## config.mk

```make
export PLATFORM = sky130hd
export DESIGN_NAME = link_mode_ctrl
export DESIGN_NICKNAME = d
export VERILOG_FILES = /design/src/rtl/lmr_pkg.sv /design/src/rtl/lmr_resolver.sv /design/src/rtl/lmr_regs.sv /design/src/rtl/link_mode_ctrl.sv
export SDC_FILE = /design/constraint.sdc
export NUM_CORES = 1
export LEC_CHECK = 0
export ABC_AREA = 1
export BUFFER_PORTS_ARGS = -buffer_cell sky130_fd_sc_hd__buf_2
export CAP_MARGIN = 30
export CORE_AREA = 2 2 69 71
export CTS_CLUSTER_DIAMETER = 200
export DETAILED_ROUTE_END_ITERATION = 16
export DIE_AREA = 0 0 71 73
export PLACE_DENSITY_LB_ADDON = 0.25
export SYNTH_ARGS = -nofsm -noshare
export SYNTH_HDL_FRONTEND = slang
export SYNTH_SLANG_ARGS = --single-unit
```

## constraint.sdc

```tcl
create_clock -name clk -period 1.7 [get_ports clk]
set_input_delay 0.085 -clock clk [delete_from_list [all_inputs] [get_ports clk]]
set_output_delay 0.085 -clock clk [all_outputs]
set_load 0.01 [all_outputs]
```

## src/rtl/lmr_pkg.sv

```systemverilog
`timescale 1ns/1ps
package lmr_pkg;

    localparam int LMR_AW = 5;
    localparam int LMR_DW = 16;
    localparam int ABIL_LO = 5;
    localparam int ABIL_N  = 4;

    localparam logic [LMR_AW-1:0] A_CTRL  = 5'h00;
    localparam logic [LMR_AW-1:0] A_STAT  = 5'h01;
    localparam logic [LMR_AW-1:0] A_ADV   = 5'h04;
    localparam logic [LMR_AW-1:0] A_PART  = 5'h05;
    localparam logic [LMR_AW-1:0] A_PHYST = 5'h10;

    typedef enum logic [1:0] {
        S_FORCED = 2'd0,
        S_WAIT   = 2'd1,
        S_DONE   = 2'd2,
        S_FAIL   = 2'd3
    } lmr_state_e;

    typedef struct packed {
        logic spd100;
        logic full;
    } lmr_mode_t;

    // ability nibble order: {100 full, 100 half, 10 full, 10 half}
    function automatic logic [ABIL_N-1:0] strap_abil(input logic [1:0] s);
        logic [ABIL_N-1:0] r;
        unique case (s)
            2'b00:   r = 4'b0011;
            2'b01:   r = 4'b1100;
            2'b10:   r = 4'b0101;
            default: r = 4'b1111;
        endcase
        return r;
    endfunction

endpackage

```

## src/rtl/lmr_resolver.sv

```systemverilog
`timescale 1ns/1ps
module lmr_resolver
    import lmr_pkg::*;
#(
    parameter int N = ABIL_N
) (
    input  logic [N-1:0] loc_abil,
    input  logic [N-1:0] par_abil,
    output logic         match,
    output lmr_mode_t    best
);
    logic [N-1:0] common;
    assign common = loc_abil & par_abil;

    // ascending scan: the last hit is the highest priority
    always_comb begin
        best  = '0;
        match = 1'b0;
        for (int i = 0; i < N; i++) begin
            if (common[i]) begin
                match       = 1'b1;
                best.spd100 = (i >= 2);
                best.full   = i[0];
            end
        end
    end
endmodule

```

## src/rtl/lmr_regs.sv

```systemverilog
`timescale 1ns/1ps
module lmr_regs
    import lmr_pkg::*;
#(
    parameter int AW = LMR_AW,
    parameter int DW = LMR_DW,
    parameter logic [DW-1:0] PD_FAST_CODE = 16'h0081,
    parameter logic [DW-1:0] PD_SLOW_CODE = 16'h0021
) (
    input  logic          clk,
    input  logic          rst_n,
    input  logic [1:0]    strap_an,
    input  logic          mg_we,
    input  logic [AW-1:0] mg_addr,
    input  logic [DW-1:0] mg_wdata,
    output logic [DW-1:0] mg_rdata,
    input  logic [DW-1:0] partner_word,
    input  logic          partner_load,
    input  logic          pdet_valid,
    input  logic          pdet_fast,
    input  logic          neg_complete,
    input  logic          link_up,
    input  logic          cur_speed100,
    input  logic          cur_full,
    output logic          an_en,
    output logic          ctrl_speed,
    output logic          ctrl_dup,
    output logic          restart_q,
    output logic [DW-1:0] adv_q,
    output logic [DW-1:0] part_q
);
    localparam int BIT_SPD = 13;
    localparam int BIT_EN  = 12;
    localparam int BIT_RST = 9;
    localparam int BIT_DUP = 8;

    logic wr_ctrl, wr_adv;
    assign wr_ctrl = mg_we && (mg_addr == A_CTRL);
    assign wr_adv  = mg_we && (mg_addr == A_ADV);

    always_ff @(posedge clk) begin
        if (!rst_n) begin
            an_en      <= 1'b1;
            ctrl_speed <= 1'b0;
            ctrl_dup   <= 1'b0;
            restart_q  <= 1'b0;
        end else if (wr_ctrl) begin
            an_en      <= mg_wdata[BIT_EN];
            ctrl_speed <= mg_wdata[BIT_SPD];
            ctrl_dup   <= mg_wdata[BIT_DUP];
            restart_q  <= mg_wdata[BIT_RST];
        end else begin
            restart_q  <= 1'b0;
        end
    end

    always_ff @(posedge clk) begin
        if (!rst_n) begin
            adv_q <= '0;
            adv_q[0] <= 1'b1;
            adv_q[ABIL_LO +: ABIL_N] <= strap_abil(strap_an);
        end else if (wr_adv) begin
            adv_q <= mg_wdata;
        end
    end

    always_ff @(posedge clk) begin
        if (!rst_n) begin
            part_q <= '0;
        end else if (pdet_valid) begin
            part_q <= pdet_fast ? PD_FAST_CODE : PD_SLOW_CODE;
        end else if (partner_load) begin
            part_q <= partner_word;
        end
    end

    logic [DW-1:0] ctrl_word, stat_word, phy_word;

    always_comb begin
        ctrl_word          = '0;
        ctrl_word[BIT_SPD] = ctrl_speed;
        ctrl_word[BIT_EN]  = an_en;
        ctrl_word[BIT_RST] = restart_q;
        ctrl_word[BIT_DUP] = ctrl_dup;

        stat_word          = '0;
        stat_word[14:11]   = 4'b1111;
        stat_word[6]       = 1'b1;
        stat_word[5]       = neg_complete;
        stat_word[4]       = part_q[13];
        stat_word[3]       = 1'b1;
        stat_word[2]       = link_up;
        stat_word[0]       = 1'b1;

        phy_word           = '0;
        phy_word[0]        = link_up;
        phy_word[1]        = link_up & ~cur_speed100;
        phy_word[2]        = link_up & cur_full;
        phy_word[4]        = neg_complete;
    end

    always_comb begin
        unique case (mg_addr)
            A_CTRL:  mg_rdata = ctrl_word;
            A_STAT:  mg_rdata = stat_word;
            A_ADV:   mg_rdata = adv_q;
            A_PART:  mg_rdata = part_q;
            A_PHYST: mg_rdata = phy_word;
            default: mg_rdata = '0;
        endcase
    end
endmodule

```

## src/rtl/link_mode_ctrl.sv

```systemverilog
`timescale 1ns/1ps
module link_mode_ctrl
    import lmr_pkg::*;
#(
    parameter int AW = LMR_AW,
    parameter int DW = LMR_DW
) (
    input  logic          clk,
    input  logic          rst_n,
    input  logic [1:0]    strap_an,
    input  logic          mg_we,
    input  logic [AW-1:0] mg_addr,
    input  logic [DW-1:0] mg_wdata,
    output logic [DW-1:0] mg_rdata,
    input  logic [DW-1:0] partner_word,
    input  logic          partner_load,
    input  logic          pdet_valid,
    input  logic          pdet_fast,
    input  logic          neg_done,
    input  logic          link_up,
    output logic          op_speed100,
    output logic          op_full_duplex,
    output logic          res_valid,
    output logic          neg_complete
);
    logic          an_en, ctrl_speed, ctrl_dup, restart_q;
    logic [DW-1:0] adv_q, part_q;
    logic          match;
    lmr_mode_t     best, mode_q;
    lmr_state_e    state_q, state_d;

    lmr_regs #(.AW(AW), .DW(DW)) u_regs (
        .clk(clk), .rst_n(rst_n), .strap_an(strap_an),
        .mg_we(mg_we), .mg_addr(mg_addr), .mg_wdata(mg_wdata), .mg_rdata(mg_rdata),
        .partner_word(partner_word), .partner_load(partner_load),
        .pdet_valid(pdet_valid), .pdet_fast(pdet_fast),
        .neg_complete(neg_complete), .link_up(link_up),
        .cur_speed100(op_speed100), .cur_full(op_full_duplex),
        .an_en(an_en), .ctrl_speed(ctrl_speed), .ctrl_dup(ctrl_dup),
        .restart_q(restart_q), .adv_q(adv_q), .part_q(part_q)
    );

    lmr_resolver #(.N(ABIL_N)) u_res (
        .loc_abil(adv_q[ABIL_LO +: ABIL_N]),
        .par_abil(part_q[ABIL_LO +: ABIL_N]),
        .match(match),
        .best(best)
    );

    // next state
    always_comb begin
        state_d = state_q;
        if (!an_en) begin
            state_d = S_FORCED;                               // to_forced
        end else begin
            unique case (state_q)
                S_FORCED: state_d = S_WAIT;                   // arm
                S_WAIT:   if (neg_done) state_d = match ? S_DONE : S_FAIL;
                S_DONE, S_FAIL: begin
                    if (restart_q)     state_d = S_WAIT;      // restart
                    else if (neg_done) state_d = match ? S_DONE : S_FAIL;
                end
            endcase
        end
    end

    // state register
    always_ff @(posedge clk) begin
        if (!rst_n) state_q <= S_WAIT;
        else        state_q <= state_d;
    end

    // latched mode: only a successful resolution updates it
    always_ff @(posedge clk) begin
        if (!rst_n)                                      mode_q <= '0;
        else if (state_d == S_DONE && neg_done && an_en && state_q != S_FORCED)
                                                         mode_q <= best;
    end

    // outputs
    always_comb begin
        op_speed100    = mode_q.spd100;
        op_full_duplex = mode_q.full;
        res_valid      = 1'b0;
        neg_complete   = 1'b0;
        unique case (state_q)
            S_FORCED: begin
                op_speed100    = ctrl_speed;
                op_full_duplex = ctrl_dup;
                res_valid      = 1'b1;
            end
            S_WAIT: ;
            S_DONE: begin
                res_valid    = 1'b1;
                neg_complete = 1'b1;
            end
            S_FAIL: neg_complete = 1'b1;
        endcase
    end
endmodule

```

# Word level (Yosys, flattened, before mapping)

Index checks and enable logic that the tools add are counted.

Add/subtract/negate cells: 0
Multiply operators: 0
Div/mod/pow operators: 0
$lt $le $gt $ge: 0
Equality and inequality tests: 11
Shift operators: 0
Multiplexer cells: 23
Bitwise gates (word level): 4
Reductions and logical operators: 13

Operator list:

| operator             | number |
|---|---|
| $pmux W16 S5         | 1 |
| $mux W16             | 2 |
| $mux W9              | 2 |
| $pmux W4 S3          | 1 |
| $eq A5 B3 Y1 const B | 2 |
| $mux W1              | 10 |
| $mux W2              | 5 |
| $eq A2 B2 Y1 const B | 4 |
| $mux W8              | 1 |
| $pmux W2 S3          | 1 |
| $eq A5 B1 Y1 const B | 1 |
| $eq A5 B5 Y1 const B | 1 |
| $logic_and A1 B1 Y1  | 5 |
| $logic_not A5 Y1     | 1 |
| $and A4 B4 Y4        | 1 |
| $eq A2 B1 Y1 const B | 2 |
| $logic_not A2 Y1     | 2 |
| $reduce_bool A2 Y1   | 2 |
| $reduce_or A2 Y1     | 2 |
| $and A1 B1 Y1        | 2 |
| $ne A2 B1 Y1 const B | 1 |
| $reduce_and A2 Y1    | 1 |
| $not A1 Y1           | 1 |

Bits in registers: 40
Latch bits: 0
Memory bits (writable): 0
Memory bits (read-only): 0
Input port bits: 47
Logic and storage cells: 61
Memories kept: 0

# Longest topological paths before layout

Depth in word-level cells: 14
Mapped depth: 9

# Hierarchy

A second synthesis with hierarchy kept.

Cell total of the unflattened synthesis: 338
Area, all modules: 2,178.3 µm²

By module, submodules not included:

| module         | times used | cells each | area each (µm²) |
|---|---|---|---|
| lmr_regs       | 1          | 281        | 1,853.0 |
| link_mode_ctrl | 1          | 46         | 277.8 |
| lmr_resolver   | 1          | 11         | 47.5 |

# Worst setup path after synthesis

OpenSTA, ideal clock, no wires.

Path kind: input-to-reg
Start point: input mg_addr[1]
End point: register u_regs.adv_q[5] (enable)
Data arrival time: 819 ps
Path slack: 574 ps
Stages on the path: 6
Path buffers: 1
Cell sequence: nor2_2 -> nand3_4 -> inv_6 -> nand2_4 -> buf_6 -> nand2_1

Longest elaborated chain between the ends: 3

RTL lines:

| item                           | line                 | source |
|---|---|---|
| start: declaration             | link_mode_ctrl.sv:12 | `input logic [AW-1:0] mg_addr,` |
| $eq A5 B3 Y1                   | lmr_regs.sv:39       | `assign wr_adv = mg_we && (mg_addr == A_ADV);` |
| $logic_and A1 B1 Y1            | lmr_regs.sv:39       |  |
| $ne A2 B1 Y1 (no source line)  | --                   |  |
| end signal: indexed assignment | lmr_regs.sv:61       | `adv_q[ABIL_LO +: ABIL_N] <= strap_abil(strap_an);` |
| end signal: assignment         | lmr_regs.sv:63       | `adv_q <= mg_wdata;` |
| end: declaration               | lmr_regs.sv:29       | `output logic [DW-1:0] adv_q,` |

Every way passes these cells.
A chain may end at the register's enable or synchronous reset.

# Worst setup path after layout

Start point: register state_q[0]
End point: output mg_rdata[1]

Longest elaborated chain between the ends: 5

RTL lines:

| item                     | line                 | source |
|---|---|---|
| start: declaration       | link_mode_ctrl.sv:30 | `lmr_state_e state_q, state_d;` |
| start signal: assignment | link_mode_ctrl.sv:70 | `else state_q <= state_d;` |
| $logic_not A2 Y1         | link_mode_ctrl.sv:86 | `unique case (state_q)` |
| $mux W1                  | link_mode_ctrl.sv:86 |  |
| $not A1 Y1               | lmr_regs.sv:97       | `phy_word[1] = link_up & ~cur_speed100;` |
| $and A1 B1 Y1            | lmr_regs.sv:97       |  |
| $pmux W16 S5             | lmr_regs.sv:103      | `unique case (mg_addr)` |
| end: declaration         | link_mode_ctrl.sv:14 | `output logic [DW-1:0] mg_rdata,` |

Every way passes these cells.

==> impl_metrics.py <==
metrics = {
    "worst_setup_path": {
        "crit-reg2reg-launch": "state_q[1]$_SDFF_PN0_",
        "critical_path_required_ns": 1.62,
        "cp.arrival_ns": 1.45,
        "critPathMaxFanout": 5,
        "path_class": "register to output port",
        "cp-start-kind": "register",
        "rrSetupSlack_ns": 0.49,
        "crit_path_max_incr_delay_ns": 0.41,
        "worst_r2r_path_depth": 8,
        "crit_path_cell_trace": "nor2_1 > o21ai_0 > nand2_1 > o211ai_1 > buf_2",
        "worstReg2RegEnd": "mode_q[0]$_SDFFE_PN0P_",
        "worstSetupEndpointType": "output port",
        "timing.critical_path.slowest_stage_cell": "sky130_fd_sc_hd__dfxtp_1",
    },
    "timing": {
        "timing.final.crit_share": 0.904,
        "clock.fmax_mhz": 651,
        "relSlewSlack": 0.525,
        "rsz0062_at_grt": "no",
        "fin_setup_tns_ns": 0,
        "tightest_slew_ns": 0.710,
        "skew_ns": 0.00281,
        "slew_viol_final": 0,
        "setup_ws_ns": 0.163,
        "hold_viol_final": 0,
        "final_setup_violation_count": 0,
        "layout_min_cycle_time_ns": 1.54,
    },
    "power": {
        "worst_ir_drop_on_vdd_uv": 465,
        "power.leakage_nw": 1.14,
        "ratio_of_total_power_to_cell_area_nw_per_um2": 805,
    },
    "drt": {
        "route.detailed.vias_per_inst": 5.18,
        "detail_route.iter0.violations": 75,
        "aggregate_routed_wire_length_um": 5290,
        "routed-via-count": 2039,
        "drcViolationCount": 0,
        "final_antenna_net_count": 0,
        "drt-pass1-iter-count": 4,
        "routed_wire_length_per_instance_um": 13.4,
    },
    "grt": {
        "use_met1": 0.266,
        "grt_start_max_net_pins": 31,
        "grt.met2_usage": 0.350,
        "grt_first_pass_wirelength_um": 8230,
        "groute.usage.overall": 0.208,
        "grt_busiest_layer": "met2",
        "global_route.overflow_total": 0,
        "grt_pass1_vias": 1807,
        "grtUsageMet3": 0.0401,
        "antenna_violations_before_repair": 0,
    },
    "cts": {
        "cts_tree": "done",
        "clkTransAtPathRegs_ns": 0.08,
        "cts_hold_buf": 0,
        "max-clock-path-buffers": 2,
        "post_cts_resized": 0,
        "insertion_delay_ns": 0.29,
        "root_buffer": "sky130_fd_sc_hd__clkbuf_8",
        "clock_tree.htree_level_count": 2,
        "sink_count": 40,
        "cts_post_setup_buffers_inserted": 0,
        "number_of_clock_buffers_inserted_by_tritoncts": 5,
    },
    "min_path": {
        "holdPathStages": 3,
        "holdPathEnd": "u_regs.part_q[12]$_SDFFE_PN0P_",
        "timing.hold.worst.start": "partner_word[12]",
        "hold_path_class": "primary input to register",
    },
    "yosys": {
        "yosys-top-cells-count": "sky130_fd_sc_hd__nand2_1 (56), sky130_fd_sc_hd__dfxtp_1 (36), sky130_fd_sc_hd__inv_1 (34)",
        "ys_types": 28,
        "ys_seq_elements": 40,
        "number_of_flops_mapped_to_enable_cells_by_yosys": 4,
        "synth-seq-area-share": 0.429,
        "ys_async_sr_fraction": 0,
        "synthTopCellsByArea": "sky130_fd_sc_hd__dfxtp_1 (37%), sky130_fd_sc_hd__nand2_1 (11%), sky130_fd_sc_hd__inv_1 (6.5%)",
        "synth_most_common_cell": "sky130_fd_sc_hd__nand2_1",
        "yosys_warnings": 0,
        "synth_area_sq_um": 1960,
        "mappedNetlistNets": 322,
        "yosys.area.top_type": "sky130_fd_sc_hd__dfxtp_1",
        "ys_dominant_reg_cell": "sky130_fd_sc_hd__dfxtp_1",
        "yosysTopAreaCellShare": 0.368,
        "syn_area_per_cell_sq_um": 7.18,
        "netlist_instances": 273,
    },
    "layout": {
        "final_layout_size_suffix_gt1_frac": 0.253,
        "diodes": 0,
        "finish.net_count": 388,
        "syn2layout_area_growth_pct": 23.2,
    },
    "floorplan": {
        "die_x_um": 71,
        "row_count": 25,
        "io-pin-count": 67,
        "initial_util": 0.432,
        "die-height_um": 73,
        "core-area_sq_um": 4540,
        "die_area_sq_um": 5180,
    },
    "place": {
        "number_of_i_o_port_buffers": 66,
        "place_worst_setup_slack_ns": 0.328,
        "finalWeightedCongestion": 0.884,
        "hpwlAfterDp_um": 4160,
    },
    "run_status": {
        "outcome": "completed",
    },
    "flow_run": {
        "timing.max_cap.violations": 0,
    },
}
==> area by class of cell <==
class	instances	area (sq um)
clock buffer	6	82.6
clock inverter	2	13.8
fill	441	2120
inverter	40	155
multi-input combinational	185	917
sequential	40	841
tap	54	67.6
timing repair buffer	67	338
==> registers in the layout, summed over array words and instances (netlist names) <==
| name | flops |
|---|---|
| u_regs.adv_q | 16 |
| u_regs.part_q | 16 |
| mode_q | 2 |
| state_q | 2 |
| u_regs.an_en | 1 |
| u_regs.ctrl_dup | 1 |
| u_regs.ctrl_speed | 1 |
| u_regs.restart_q | 1 |
==> per-layer routing <==
| layer | vias to the layer above | routed length, um |
|---|---|---|
| met5 | - | 0 |
| met4 | 0 | 48 |
| met3 | 4 | 400 |
| met2 | 62 | 2520 |
| met1 | 931 | 2310 |
| li1 | 1042 | - |
==> critical path: cells and delay by family (launching register included) <==
kind                   cells  cell delay (ns)
flip-flops                 1             0.41
buffers and inverters      1             0.17
AO/OA/AOI/OAI              2             0.38
AND/OR/NAND/NOR            2             0.20
==> power breakdown <==
part           internal, mW  switching (mW)  total (mW)
clock                 0.329           0.336       0.666
combinational         0.101           0.158       0.259
sequential            0.992          0.0270        1.02
total                  1.42           0.521        1.94
==> kinds of logic after synthesis <==
logic type,count (synthesis),synth area share
AND/OR/NAND/NOR,111,0.243
AO/OA/AOI/OAI,72,0.213
buffers and inverters,48,0.103
flip-flops,40,0.429
adder cells (fa/ha/maj),2,0.0128
==> cells in the final DEF (no fill, tap or decap), types with 3 or more instances in the layout <==
cell type,netlist,layout
sky130_fd_sc_hd__o21ai_1,7,7
sky130_fd_sc_hd__nand3_1,23,23
sky130_fd_sc_hd__o2111ai_1,3,3
sky130_fd_sc_hd__o21ai_0,22,22
sky130_fd_sc_hd__o22ai_1,4,4
sky130_fd_sc_hd__buf_2,1,66
sky130_fd_sc_hd__clkbuf_8,0,6
sky130_fd_sc_hd__inv_2,4,4
sky130_fd_sc_hd__dfxtp_1,36,36
sky130_fd_sc_hd__edfxtp_1,4,4
sky130_fd_sc_hd__a21oi_1,22,22
sky130_fd_sc_hd__nor2_1,26,26
sky130_fd_sc_hd__o31ai_1,4,4
sky130_fd_sc_hd__nand2_1,56,56
sky130_fd_sc_hd__o211ai_1,6,6
sky130_fd_sc_hd__inv_1,34,34
==> worst max path at each step <==
stage | cells past startpoint | endpoint | start
floorplan | 6 | u_regs.adv_q[5]$_DFFE_PP_ | mg_addr[1]
global placement | 6 | u_regs.adv_q[6]$_DFFE_PP_ | mg_addr[1]
detailed placement | 6 | u_regs.adv_q[6]$_DFFE_PP_ | mg_addr[1]
CTS | 5 | mg_rdata[1] | state_q[0]$_SDFF_PN1_
global route | 5 | mg_rdata[1] | state_q[0]$_SDFF_PN1_
finish | 5 | mg_rdata[1] | state_q[0]$_SDFF_PN1_
==> stage by stage <==
| stage | hold WS [ns] | cell area (sq um) | util | instances | power, mW |
|---|---|---|---|---|---|
| floorplan | 0.198 | 1960 | - | 273 | 1.18 |
| global placement | 0.311 | 2320 | 0.511 | 386 | 1.30 |
| finish | 0.00846 | 2410 | 0.532 | 394 | 1.94 |
| CTS | 0.00476 | 2410 | 0.532 | 394 | 1.96 |
| global route | 0.00794 | 2410 | 0.532 | 394 | 2.03 |
| detailed placement | 0.318 | 2320 | 0.511 | 386 | 1.30 |
(Power assumes the default switching activity.)
